## src/rtl/irqd_pkg.sv

```systemverilog
package irqd_pkg;
   typedef enum logic {
      TRIG_EDGE  = 1'b0,
      TRIG_LEVEL = 1'b1
   } trig_e;
endpackage

```

## src/rtl/irqd_pin_state.sv

```systemverilog
module irqd_pin_state
   import irqd_pkg::*;
(
   input  logic clk,
   input  logic rst_n,
   input  logic irq,
   input  logic is_level,
   input  logic masked,
   input  logic entry_wr,
   input  logic eoi_hit,
   input  logic accept_this,
   output logic want,
   output logic rirr,
   output logic coalesce
);
   trig_e mode;
   logic  irq_q;
   logic  pend;
   logic  edge_req;
   logic  rise;

   assign mode = trig_e'(is_level);
   assign rise = irq & ~irq_q;

   always_ff @(posedge clk) begin
      if (!rst_n) begin
         irq_q    <= 1'b0;
         pend     <= 1'b0;
         edge_req <= 1'b0;
         rirr     <= 1'b0;
         coalesce <= 1'b0;
      end else begin
         irq_q <= irq;
         // pending follows the line: dropped on deassert, set on assertion
         if (!irq)
            pend <= 1'b0;
         else if (rise)
            pend <= 1'b1;
         // an edge request lives until its message is accepted
         edge_req <= (edge_req & ~accept_this) |
                     (rise & (mode == TRIG_EDGE) & ~edge_req);
         // setting on a level accept wins over a clear in the same cycle
         if (accept_this && mode == TRIG_LEVEL)
            rirr <= 1'b1;
         else if (entry_wr || eoi_hit)
            rirr <= 1'b0;
         coalesce <= rise & ((mode == TRIG_LEVEL) ? rirr : edge_req);
      end
   end

   always_comb begin
      if (mode == TRIG_LEVEL)
         want = ~masked & pend & ~rirr;
      else
         want = ~masked & edge_req;
   end
endmodule

```

## src/rtl/irqd_first_pick.sv

```systemverilog
module irqd_first_pick #(
   parameter int N     = 8,
   parameter int IDX_W = $clog2(N)
) (
   input  logic [N-1:0]     want,
   output logic             any,
   output logic [IDX_W-1:0] idx
);
   always_comb begin
      any = 1'b0;
      idx = '0;
      for (int i = N - 1; i >= 0; i--) begin
         if (want[i]) begin
            any = 1'b1;
            idx = IDX_W'(i);
         end
      end
   end
endmodule

```

## src/rtl/irqd_msg_hold.sv

```systemverilog
module irqd_msg_hold #(
   parameter int IDX_W   = 3,
   parameter int VEC_W   = 8,
   parameter int DEST_W  = 8,
   parameter int DMODE_W = 3
) (
   input  logic               clk,
   input  logic               rst_n,
   input  logic               load,
   input  logic               accept,
   input  logic [IDX_W-1:0]   in_pin,
   input  logic [VEC_W-1:0]   in_vector,
   input  logic [DEST_W-1:0]  in_dest,
   input  logic [DMODE_W-1:0] in_dmode,
   input  logic               in_logical,
   input  logic               in_level,
   output logic               valid,
   output logic [IDX_W-1:0]   pin,
   output logic [VEC_W-1:0]   vector,
   output logic [DEST_W-1:0]  dest,
   output logic [DMODE_W-1:0] dmode,
   output logic               logical,
   output logic               level
);
   always_ff @(posedge clk) begin
      if (!rst_n) begin
         valid   <= 1'b0;
         pin     <= '0;
         vector  <= '0;
         dest    <= '0;
         dmode   <= '0;
         logical <= 1'b0;
         level   <= 1'b0;
      end else if (load) begin
         valid   <= 1'b1;
         pin     <= in_pin;
         vector  <= in_vector;
         dest    <= in_dest;
         dmode   <= in_dmode;
         logical <= in_logical;
         level   <= in_level;
      end else if (accept) begin
         valid <= 1'b0;
      end
   end
endmodule

```

## src/rtl/irq_delivery_core.sv

```systemverilog
module irq_delivery_core #(
   parameter int NPINS   = 8,
   parameter int VEC_W   = 8,
   parameter int DEST_W  = 8,
   parameter int DMODE_W = 3,
   localparam int IDX_W  = $clog2(NPINS)
) (
   input  logic                       clk,
   input  logic                       rst_n,
   input  logic [NPINS-1:0]           irq_in,
   input  logic [NPINS*VEC_W-1:0]     rte_vector,
   input  logic [NPINS*DEST_W-1:0]    rte_dest,
   input  logic [NPINS*DMODE_W-1:0]   rte_dmode,
   input  logic [NPINS-1:0]           rte_logical,
   input  logic [NPINS-1:0]           rte_level,
   input  logic [NPINS-1:0]           rte_mask,
   input  logic [NPINS-1:0]           rte_wr,
   input  logic [NPINS-1:0]           eoi_clr,
   input  logic                       dlv_ready,
   output logic                       dlv_valid,
   output logic [IDX_W-1:0]           dlv_pin,
   output logic [VEC_W-1:0]           dlv_vector,
   output logic [DEST_W-1:0]          dlv_dest,
   output logic [DMODE_W-1:0]         dlv_dmode,
   output logic                       dlv_logical,
   output logic                       dlv_level,
   output logic [NPINS-1:0]           remote_irr,
   output logic [NPINS-1:0]           coalesced
);
   if (NPINS < 2 || NPINS > 64) begin : g_bad_npins
      $error("irq_delivery_core: NPINS must lie in 2..64");
   end
   if (VEC_W < 1 || DEST_W < 1 || DMODE_W < 1) begin : g_bad_width
      $error("irq_delivery_core: field widths must be positive");
   end

   logic [NPINS-1:0] want;
   logic [NPINS-1:0] accept_vec;
   logic             any_want;
   logic [IDX_W-1:0] pick;
   logic             load;
   logic             accept;

   assign accept = dlv_valid & dlv_ready;
   assign load   = any_want & ~dlv_valid;

   for (genvar p = 0; p < NPINS; p++) begin : g_pin
      assign accept_vec[p] = accept & (dlv_pin == IDX_W'(p));
      irqd_pin_state u_state (
         .clk         (clk),
         .rst_n       (rst_n),
         .irq         (irq_in[p]),
         .is_level    (rte_level[p]),
         .masked      (rte_mask[p]),
         .entry_wr    (rte_wr[p]),
         .eoi_hit     (eoi_clr[p]),
         .accept_this (accept_vec[p]),
         .want        (want[p]),
         .rirr        (remote_irr[p]),
         .coalesce    (coalesced[p])
      );
   end

   irqd_first_pick #(.N(NPINS), .IDX_W(IDX_W)) u_pick (
      .want (want),
      .any  (any_want),
      .idx  (pick)
   );

   irqd_msg_hold #(
      .IDX_W(IDX_W), .VEC_W(VEC_W), .DEST_W(DEST_W), .DMODE_W(DMODE_W)
   ) u_hold (
      .clk        (clk),
      .rst_n      (rst_n),
      .load       (load),
      .accept     (accept),
      .in_pin     (pick),
      .in_vector  (rte_vector[pick*VEC_W +: VEC_W]),
      .in_dest    (rte_dest[pick*DEST_W +: DEST_W]),
      .in_dmode   (rte_dmode[pick*DMODE_W +: DMODE_W]),
      .in_logical (rte_logical[pick]),
      .in_level   (rte_level[pick]),
      .valid      (dlv_valid),
      .pin        (dlv_pin),
      .vector     (dlv_vector),
      .dest       (dlv_dest),
      .dmode      (dlv_dmode),
      .logical    (dlv_logical),
      .level      (dlv_level)
   );
endmodule

```

## config.mk

```make
export PLATFORM = sky130hd
export DESIGN_NAME = irq_delivery_core
export DESIGN_NICKNAME = d
export VERILOG_FILES = /design/src/rtl/irqd_pkg.sv /design/src/rtl/irqd_pin_state.sv /design/src/rtl/irqd_first_pick.sv /design/src/rtl/irqd_msg_hold.sv /design/src/rtl/irq_delivery_core.sv
export SDC_FILE = /design/constraint.sdc
export NUM_CORES = 1
export LEC_CHECK = 0
export CAP_MARGIN = 0
export CORE_MARGIN = 2
export CORE_UTILIZATION = 37
export DETAILED_ROUTE_END_ITERATION = 10
export PLACE_DENSITY = 0.81
export SLEW_MARGIN = 20
export SYNTH_ARGS = -nofsm -noshare
export SYNTH_HDL_FRONTEND = slang
export SYNTH_SLANG_ARGS = --single-unit
```

## constraint.sdc

```tcl
create_clock -name clk -period 3.2 [get_ports clk]
set_input_delay 0.64 -clock clk [delete_from_list [all_inputs] [get_ports clk]]
set_output_delay 0.64 -clock clk [all_outputs]
set_load 0.1 [all_outputs]
```

==> impl_results.md, run 1 <==
* Post-synthesis sequential area ratio at 0.338
* Area of the multi-input gates at approximately 2300 sq um
* Worst Reg2Reg Path Length in Cells at 8
* Hold endpoint: g_pin[6].u_state.coalesce$_SDFF_PN0_
* Ys async rst share at 0
* Worst Tran Pin Value at 955 ps
* Seq cells post-synth at 65
* Nets@finish at between 800 and 900
* Area leader, netlist: dfxtp_1
* Die height at 106 um
* DR iter-0 viols at 320
* First-pass detailed-route iteration total at 5
* Top_reg_cell synth: dfxtp_1
* Post-synth EDFFs at 0
* Total grt overflow at 0
* Maximum clock rate at approximately 340 MHz
* RSZ-0062 raised after global routing: false
* Period Utilization, post-route at 0.920
* Int Pwr at approximately 1800 uW
* Critical Path Start Type: input pin
* Die area at about 11000 sq um
* Deepest clock path buffer count at 2
* Final HPWL DP at roughly 12 mm
* Reg clk slew, reported paths at about 80 ps
* ANT nets after route at 0
* Post-Place Cells at approximately 790
* PostCTS Resize Cnt at 0
* H-tree depth at 3
* Slew Limit Fails at 0
* Switch share at 0.377
* VDD IR max at about 0.00025 V
* Worst r2r src: g_pin[0].u_state.rirr$_SDFFE_PN0P_
* Num CTS Buffers at 9
* Largest cells by area after synthesis: dfxtp_1, mux2i_1, nor2_1
* Pleak at ~0.0028 uW
* CTS Hold Buffers Added at 0
* Die X-Extent at between 100 and 150 um
* Total power at ~2900 uW
* Fillers at slightly above 800
* Post-route minimum period at ~3000 ps
* CP peak stage delay at about 770 ps
* WP data arrival at 3200 ps
* Post-synth net total at approximately 630
* Sw Pwr at ~1100 uW
* Post-DR wirelength/cell at between 15 and 20 um
* # rows at 37
* Critical Setup Path Class: in2reg
* Cell Chain, Critical Path: clkdlybuf4s50_1, nand2b_1, a21oi_2, buf_4, nor4_2, a31oi_1, nor2b_2, a222oi_1, o221ai_1
* Effective utilization at floorplan at 0.376
* CP Capture Type: flop
* Worst R2R End: u_hold.dest[0]$_SDFFE_PN0P_
* Sequential cell area at approximately 1300 sq um
* Tot GR Track Use at 0.254
* Root Buffer: clkbuf_8
* Yosys top cell area share at 0.338
* Sequential power share at 0.320
* Final Skew at roughly 6.7 ps
* Area grow syn2layout at 70.9%
* Diodes inserted at 0
* Clk sink count at between 60 and 70
* Drt total wl at between 10 and 15 mm
* Syn. warnings at 0
* Min Hold Slack at roughly 440 ps
* Largest net degree at the start of global routing at 29
* Power per cell area at roughly 450 nW/um^2
* CTS tree: built
* Worst EP required at approximately 3500 ps
* Post-CTS Setup Inserts at 0
* Global-route wire length before repair at approximately 22 mm
* Hold Path Cell Cnt at 1
* Clock power frac at 0.264
* Status: finished clean
* Layout Cells excl Fill at about 800
* Critical-path top delay cell: nor2b_2
* Final-report hold violation count at 0
* I/O pins at between 200 and 250
* Initial antenna violation count at 0
* DR vias/cell at roughly 5.3
* Number of global-route vias before repair at approximately 4300
* Worst-Skew Late Latency at about 340 ps
* # DRC at 0
* Largest fanout on the critical path at 21
* Core area at between 10000 and 15000 sq um
* Netlist Area Pre-Place at between 3000 and 4000 sq um
* Via count at between 4000 and 5000
* Start point of the worst hold path: g_pin[6].u_state.irq_q$_SDFF_PN0_
* PortBufs at 243
* Mapped Cells at 423
* Worst reg2reg setup slack at 660 ps
* Fraction of layout cells with a size suffix above 1 at 0.140
* Syn_area_per_cell at 9.10 sq um
* Slew headroom at 0.361
* Hold Path Class: reg2reg
* Routability cong. at roughly 0.9
* Post-synth cell types at 50
* Combinational share of power at 0.416
* Final setup violation count at 0
* Max_cap viols at 0
## area by class of cell
class / count / share of cell area
inverter: 15 / 0.00856
tap: 136 / 0.0259
timing repair buffer: 267 / 0.391
multi-input combinational: 304 / 0.344
sequential: 65 / 0.198
clock buffer: 9 / 0.0188
clock inverter: 6 / 0.0141
## registers in the layout, summed over array words and instances (netlist names)
signal and count:
u_hold.pin 3, g_pin.u_state.irq_q 8, u_hold.dest 8, g_pin.u_state.edge_req 8, g_pin.u_state.rirr 8, u_hold.valid 1
u_hold.vector 8, u_hold.level 1, u_hold.dmode 3, u_hold.logical 1, g_pin.u_state.pend 8, g_pin.u_state.coalesce 8
## placed cells by master, fill, tap and decap left out, types with 3 or more instances in the layout
cell / netlist / final
nor4b_1: 4 / 4
inv_1: 15 / 15
o221ai_1: 7 / 7
nand2_1: 23 / 23
nand2b_1: 10 / 10
buf_4: 19 / 60
nor2b_1: 16 / 15
or4b_2: 3 / 3
o22ai_1: 14 / 14
mux2i_1: 70 / 70
buf_12: 0 / 5
a21boi_0: 6 / 6
clkbuf_8: 0 / 9
clkdlybuf4s50_1: 0 / 202
nand3_1: 4 / 4
a21oi_1: 17 / 17
a211oi_1: 8 / 8
a22o_1: 7 / 7
nand3b_1: 10 / 10
a222oi_1: 7 / 7
o21ai_0: 3 / 3
a22oi_1: 5 / 5
nor2_1: 41 / 41
dfxtp_1: 65 / 65
a2111o_1: 13 / 13
mux2_1: 5 / 5
a21o_1: 3 / 3
## power by group through the flow
stage | combinational, uW | sequential [uW] | clock, uW
after floorplan | 379 | 1320 | 0
after global placement | 1210 | 958 | 0
after detailed placement | 1220 | 962 | 0
after CTS | 1230 | 943 | 794
after global routing | 1280 | 954 | 838
final | 1230 | 944 | 778
## Yosys cell counts, drive strengths merged (2+ instances only)
library cell,n
clkbuf,13
nor2b,16
o211ai,2
dfxtp,65
a22oi,5
or4b,3
mux2i,70
nand2b,10
a222oi,7
o221ai,7
o22ai,14
nor4b,4
a2111o,13
nand2,23
a21o,3
a21oi,19
a21boi,6
nor2,41
a211oi,9
inv,15
a32oi,2
mux2,7
o21ai,4
and2,2
nand3,4
a22o,7
nand4,2
buf,26
nor3b,2
nand3b,10
## cell families after synthesis
| family | Yosys count | share of synthesized area |
|---|---|---|
| AOI/OAI and AO/OA | 105 | 0.215 |
| muxes | 77 | 0.202 |
| and+or+nand+nor | 122 | 0.169 |
| buffers and inverters | 54 | 0.0754 |
| DFF | 65 | 0.338 |
## worst max-delay path, delay by kind of cell
family	cells	cell delay, ps
compound gates	4	650
simple gates	3	1200
buf+inv	2	700
## how the worst max path moves through the flow
stage	startpoint	endpoint	slack [ps]
after floorplan	rte_level[0]	u_hold.dest[0]$_SDFFE_PN0P_	440
after CTS	rte_level[0]	u_hold.logical$_SDFFE_PN0P_	250
after detailed placement	rte_level[0]	u_hold.dest[0]$_SDFFE_PN0P_	-100
after global placement	rte_level[0]	u_hold.vector[6]$_SDFFE_PN0P_	-60
after global routing	rte_level[0]	u_hold.logical$_SDFFE_PN0P_	30
final	rte_level[0]	u_hold.dest[0]$_SDFFE_PN0P_	260
## per-layer routing
metal | vias up | global-route usage | share of wire | wire length (um)
met2 | 185 | 0.432 | 0.49 | 7140
met4 | 0 | 0.111 | 0.032 | 468
met3 | 33 | 0.0558 | 0.072 | 1050
met5 | - | 0 | 0 | 0
li1 | 2042 | - | - | -
met1 | 1969 | 0.308 | 0.41 | 5980
## metrics by stage
stage	cell area (sq um)	TNS (ps)	utilization	worst slack [ps]
finish	6580	0	0.643	257
global route	6580	0	0.643	27.8
CTS	6580	0	0.643	251
detailed placement	6360	-776	0.622	-104
global placement	6360	-222	0.622	-59.5
floorplan	3850	0	-	436
Power figures use the tool's default switching activity.
==> run 2, diff against run 1 <==
Settings changed: ABC_CLOCK_PERIOD_IN_PS set to 3200.
==> results of run 2 <==
No change in the layout: final DEF, timing and power equal those of run 1.
==> run 3, diff against run 2 <==
Settings changed: CTS_BUF_LIST set to sky130_fd_sc_hd__clkbuf_16, SLEW_MARGIN 20 to unset.
==> impl_results.md, run 3 (same netlist as run 1, synthesis figures left out) <==
* Status: finished clean (unchanged)
* Worst EP required at 3440 ps (was 3460 ps)
* Sequential power share at 0.294 (was 0.320)
* Post-route minimum period at 3000 ps (was 2940 ps)
* PostCTS Resize Cnt at 0 (unchanged)
* First-pass detailed-route iteration total at 5 (unchanged)
* Tot GR Track Use at 0.254 (about the same)
* Area grow syn2layout at 73.5% (was 70.9%)
* I/O pins at 244 (unchanged)
* DR iter-0 viols at 297 (was 320)
* Period Utilization, post-route at 0.936 (was 0.920)
* Switch share at 0.353 (was 0.377)
* Nets@finish at 865 (unchanged)
* Routability cong. at 0.879 (unchanged)
* WP data arrival at 3240 ps (was 3200 ps)
* Drt total wl at 14.6 mm (about the same)
* Clock power frac at 0.325 (was 0.264)
* CTS Hold Buffers Added at 0 (unchanged)
* Crit path capture: u_hold.dest[0]$_SDFFE_PN0P_ (unchanged)
* Commonest non-fill, non-tap cell in the layout: clkdlybuf4s50_1 (unchanged)
* Number of global-route vias before repair at 4277 (was 4263)
* Final setup violation count at 0 (unchanged)
* Final HPWL DP at 11.9 mm (unchanged)
* Initial antenna violation count at 0 (unchanged)
* Post-CTS Setup Inserts at 0 (unchanged)
* Area of the multi-input gates at 2260 sq um (unchanged)
* CP peak stage delay at 780 ps (was 770 ps)
* Effective utilization at floorplan at 0.376 (unchanged)
* Fraction of layout cells with a size suffix above 1 at 0.140 (unchanged)
* Deepest clock path buffer count at 2 (unchanged)
* ANT nets after route at 0 (unchanged)
* Slew Limit Fails at 0 (unchanged)
* Die height at 106 um (unchanged)
* Core area at 10200 sq um (unchanged)
* Slew headroom at 0.351 (was 0.361)
* Sequential cell area at 1300 sq um (unchanged)
* Worst R2R End: u_hold.dest[0]$_SDFFE_PN0P_ (unchanged)
* Maximum clock rate at 334 MHz (was 340 MHz)
* Int Pwr at 2080 uW (was 1840 uW)
* Most frequent cells in the layout: clkdlybuf4s50_1, mux2i_1, dfxtp_1 (unchanged)
* CP Capture Type: flop (unchanged)
* Cell Chain, Critical Path: clkdlybuf4s50_1, nand2b_1, a21oi_2, buf_4, nor4_2, a31oi_1, nor2b_2, a222oi_1, o221ai_1 (unchanged)
* PortBufs at 243 (unchanged)
* Sw Pwr at 1140 uW (was 1110 uW)
* Hold Path Class: reg2reg (unchanged)
* Num CTS Buffers at 9 (unchanged)
* Largest net degree at the start of global routing at 29 (unchanged)
* Worst Tran Pin Value at 969 ps (was 955 ps)
* Post-DR wirelength/cell at 18.2 um (was 18.3 um)
* Total grt overflow at 0 (unchanged)
* Worst Reg2Reg Path Length in Cells at 8 (unchanged)
* Critical Setup Path Class: in2reg (unchanged)
* H-tree depth at 3 (unchanged)
* DR vias/cell at 5.27 (about the same)
* Total negative slack at 0 ps (unchanged)
* Root Buffer: clkbuf_16 (was clkbuf_8)
* Critical-path top delay cell: nor2b_2 (unchanged)
* CTS tree: built (unchanged)
* Global-route wire length before repair at 22.3 mm (about the same)
* Max_cap viols at 0 (unchanged)
* Critical Path Start Type: input pin (unchanged)
* Reg clk slew, reported paths at 60 ps (was 80 ps)
* Total power at 3220 uW (was 2950 uW)
* Die X-Extent at 106 um (unchanged)
* Power per cell area at 481 nW/um^2 (was 448 nW/um^2)
* VDD IR max at 0.000282 V (was 0.000248 V)
* Worst r2r src: g_pin[0].u_state.rirr$_SDFFE_PN0P_ (unchanged)
* Fillers at 809 (was 826)
* Combinational share of power at 0.381 (was 0.416)
* # DRC at 0 (unchanged)
* # rows at 37 (unchanged)
* Final Skew at 5.75 ps (was 6.67 ps)
* RSZ-0062 raised after global routing: false (unchanged)
* Worst Setup SP: rte_level[0] (unchanged)
* Final-report hold violation count at 0 (unchanged)
* Worst reg2reg setup slack at 640 ps (was 660 ps)
* Largest fanout on the critical path at 21 (unchanged)
* Via count at 4225 (was 4229)
* Pleak at 0.00286 uW (was 0.00282 uW)
* Die area at 11200 sq um (unchanged)
* Worst-Skew Late Latency at 320 ps (was 340 ps)
* Diodes inserted at 0 (unchanged)
* Clk sink count at 65 (unchanged)
-- run 3: metal layers --
layer / track usage / up-vias / routed length (um)
met5: 0 / - / 0
met3: 0.0540 / 27 / 1050
met1: 0.310 / 1975 / 5960
met2: 0.435 / 182 / 7200
li1: - / 2041 / -
met4: 0.105 / 0 / 420
-- run 3: critical path: cells and delay by family --
kind                   cells  cell delay (ps)
AOI/OAI and AO/OA          4              670
buffers and inverters      2              700
and+or+nand+nor            3             1220
-- run 3: power by group through the flow --
stage	clock network (uW)	logic [uW]	registers, uW
after floorplan	0	379	1320
after global placement	0	1210	958
after detailed placement	0	1220	962
after CTS	1070	1230	944
after global routing	1110	1280	955
final	1050	1230	945
-- run 3: final cells by class --
class / count / share of cell area
multi-input cells: 304 / 0.339
clock buffers: 9 / 0.0337
repair buffers: 267 / 0.385
clock inverters: 6 / 0.0139
flip-flops and latches: 65 / 0.195
inverters: 15 / 0.00843
well taps: 136 / 0.0255
-- run 3: worst min path at each step --
stage	startpoint	to	slack [ps]	cells past startpoint
global placement	g_pin[7].u_state.irq_q$_SDFF_PN0_	g_pin[7].u_state.pend$_SDFFE_PN0P_	420	1
floorplan	g_pin[6].u_state.irq_q$_SDFF_PN0_	g_pin[6].u_state.coalesce$_SDFF_PN0_	410	1
CTS	g_pin[4].u_state.irq_q$_SDFF_PN0_	g_pin[4].u_state.coalesce$_SDFF_PN0_	440	1
global route	g_pin[7].u_state.irq_q$_SDFF_PN0_	g_pin[7].u_state.pend$_SDFFE_PN0P_	460	1
finish	g_pin[6].u_state.irq_q$_SDFF_PN0_	g_pin[6].u_state.coalesce$_SDFF_PN0_	440	1
detailed placement	g_pin[6].u_state.irq_q$_SDFF_PN0_	g_pin[6].u_state.coalesce$_SDFF_PN0_	440	1
-- run 3: per-stage QoR --
stage	instance area, sq um	utilization	cells	hold WS, ps	worst slack (ps)
final	6680	0.653	802	441	204
after global routing	6680	0.653	802	458	5.86
after CTS	6680	0.653	802	444	229
after detailed placement	6360	0.622	787	437	-104
after global placement	6360	0.622	787	417	-59.5
after floorplan	3850	-	423	408	436
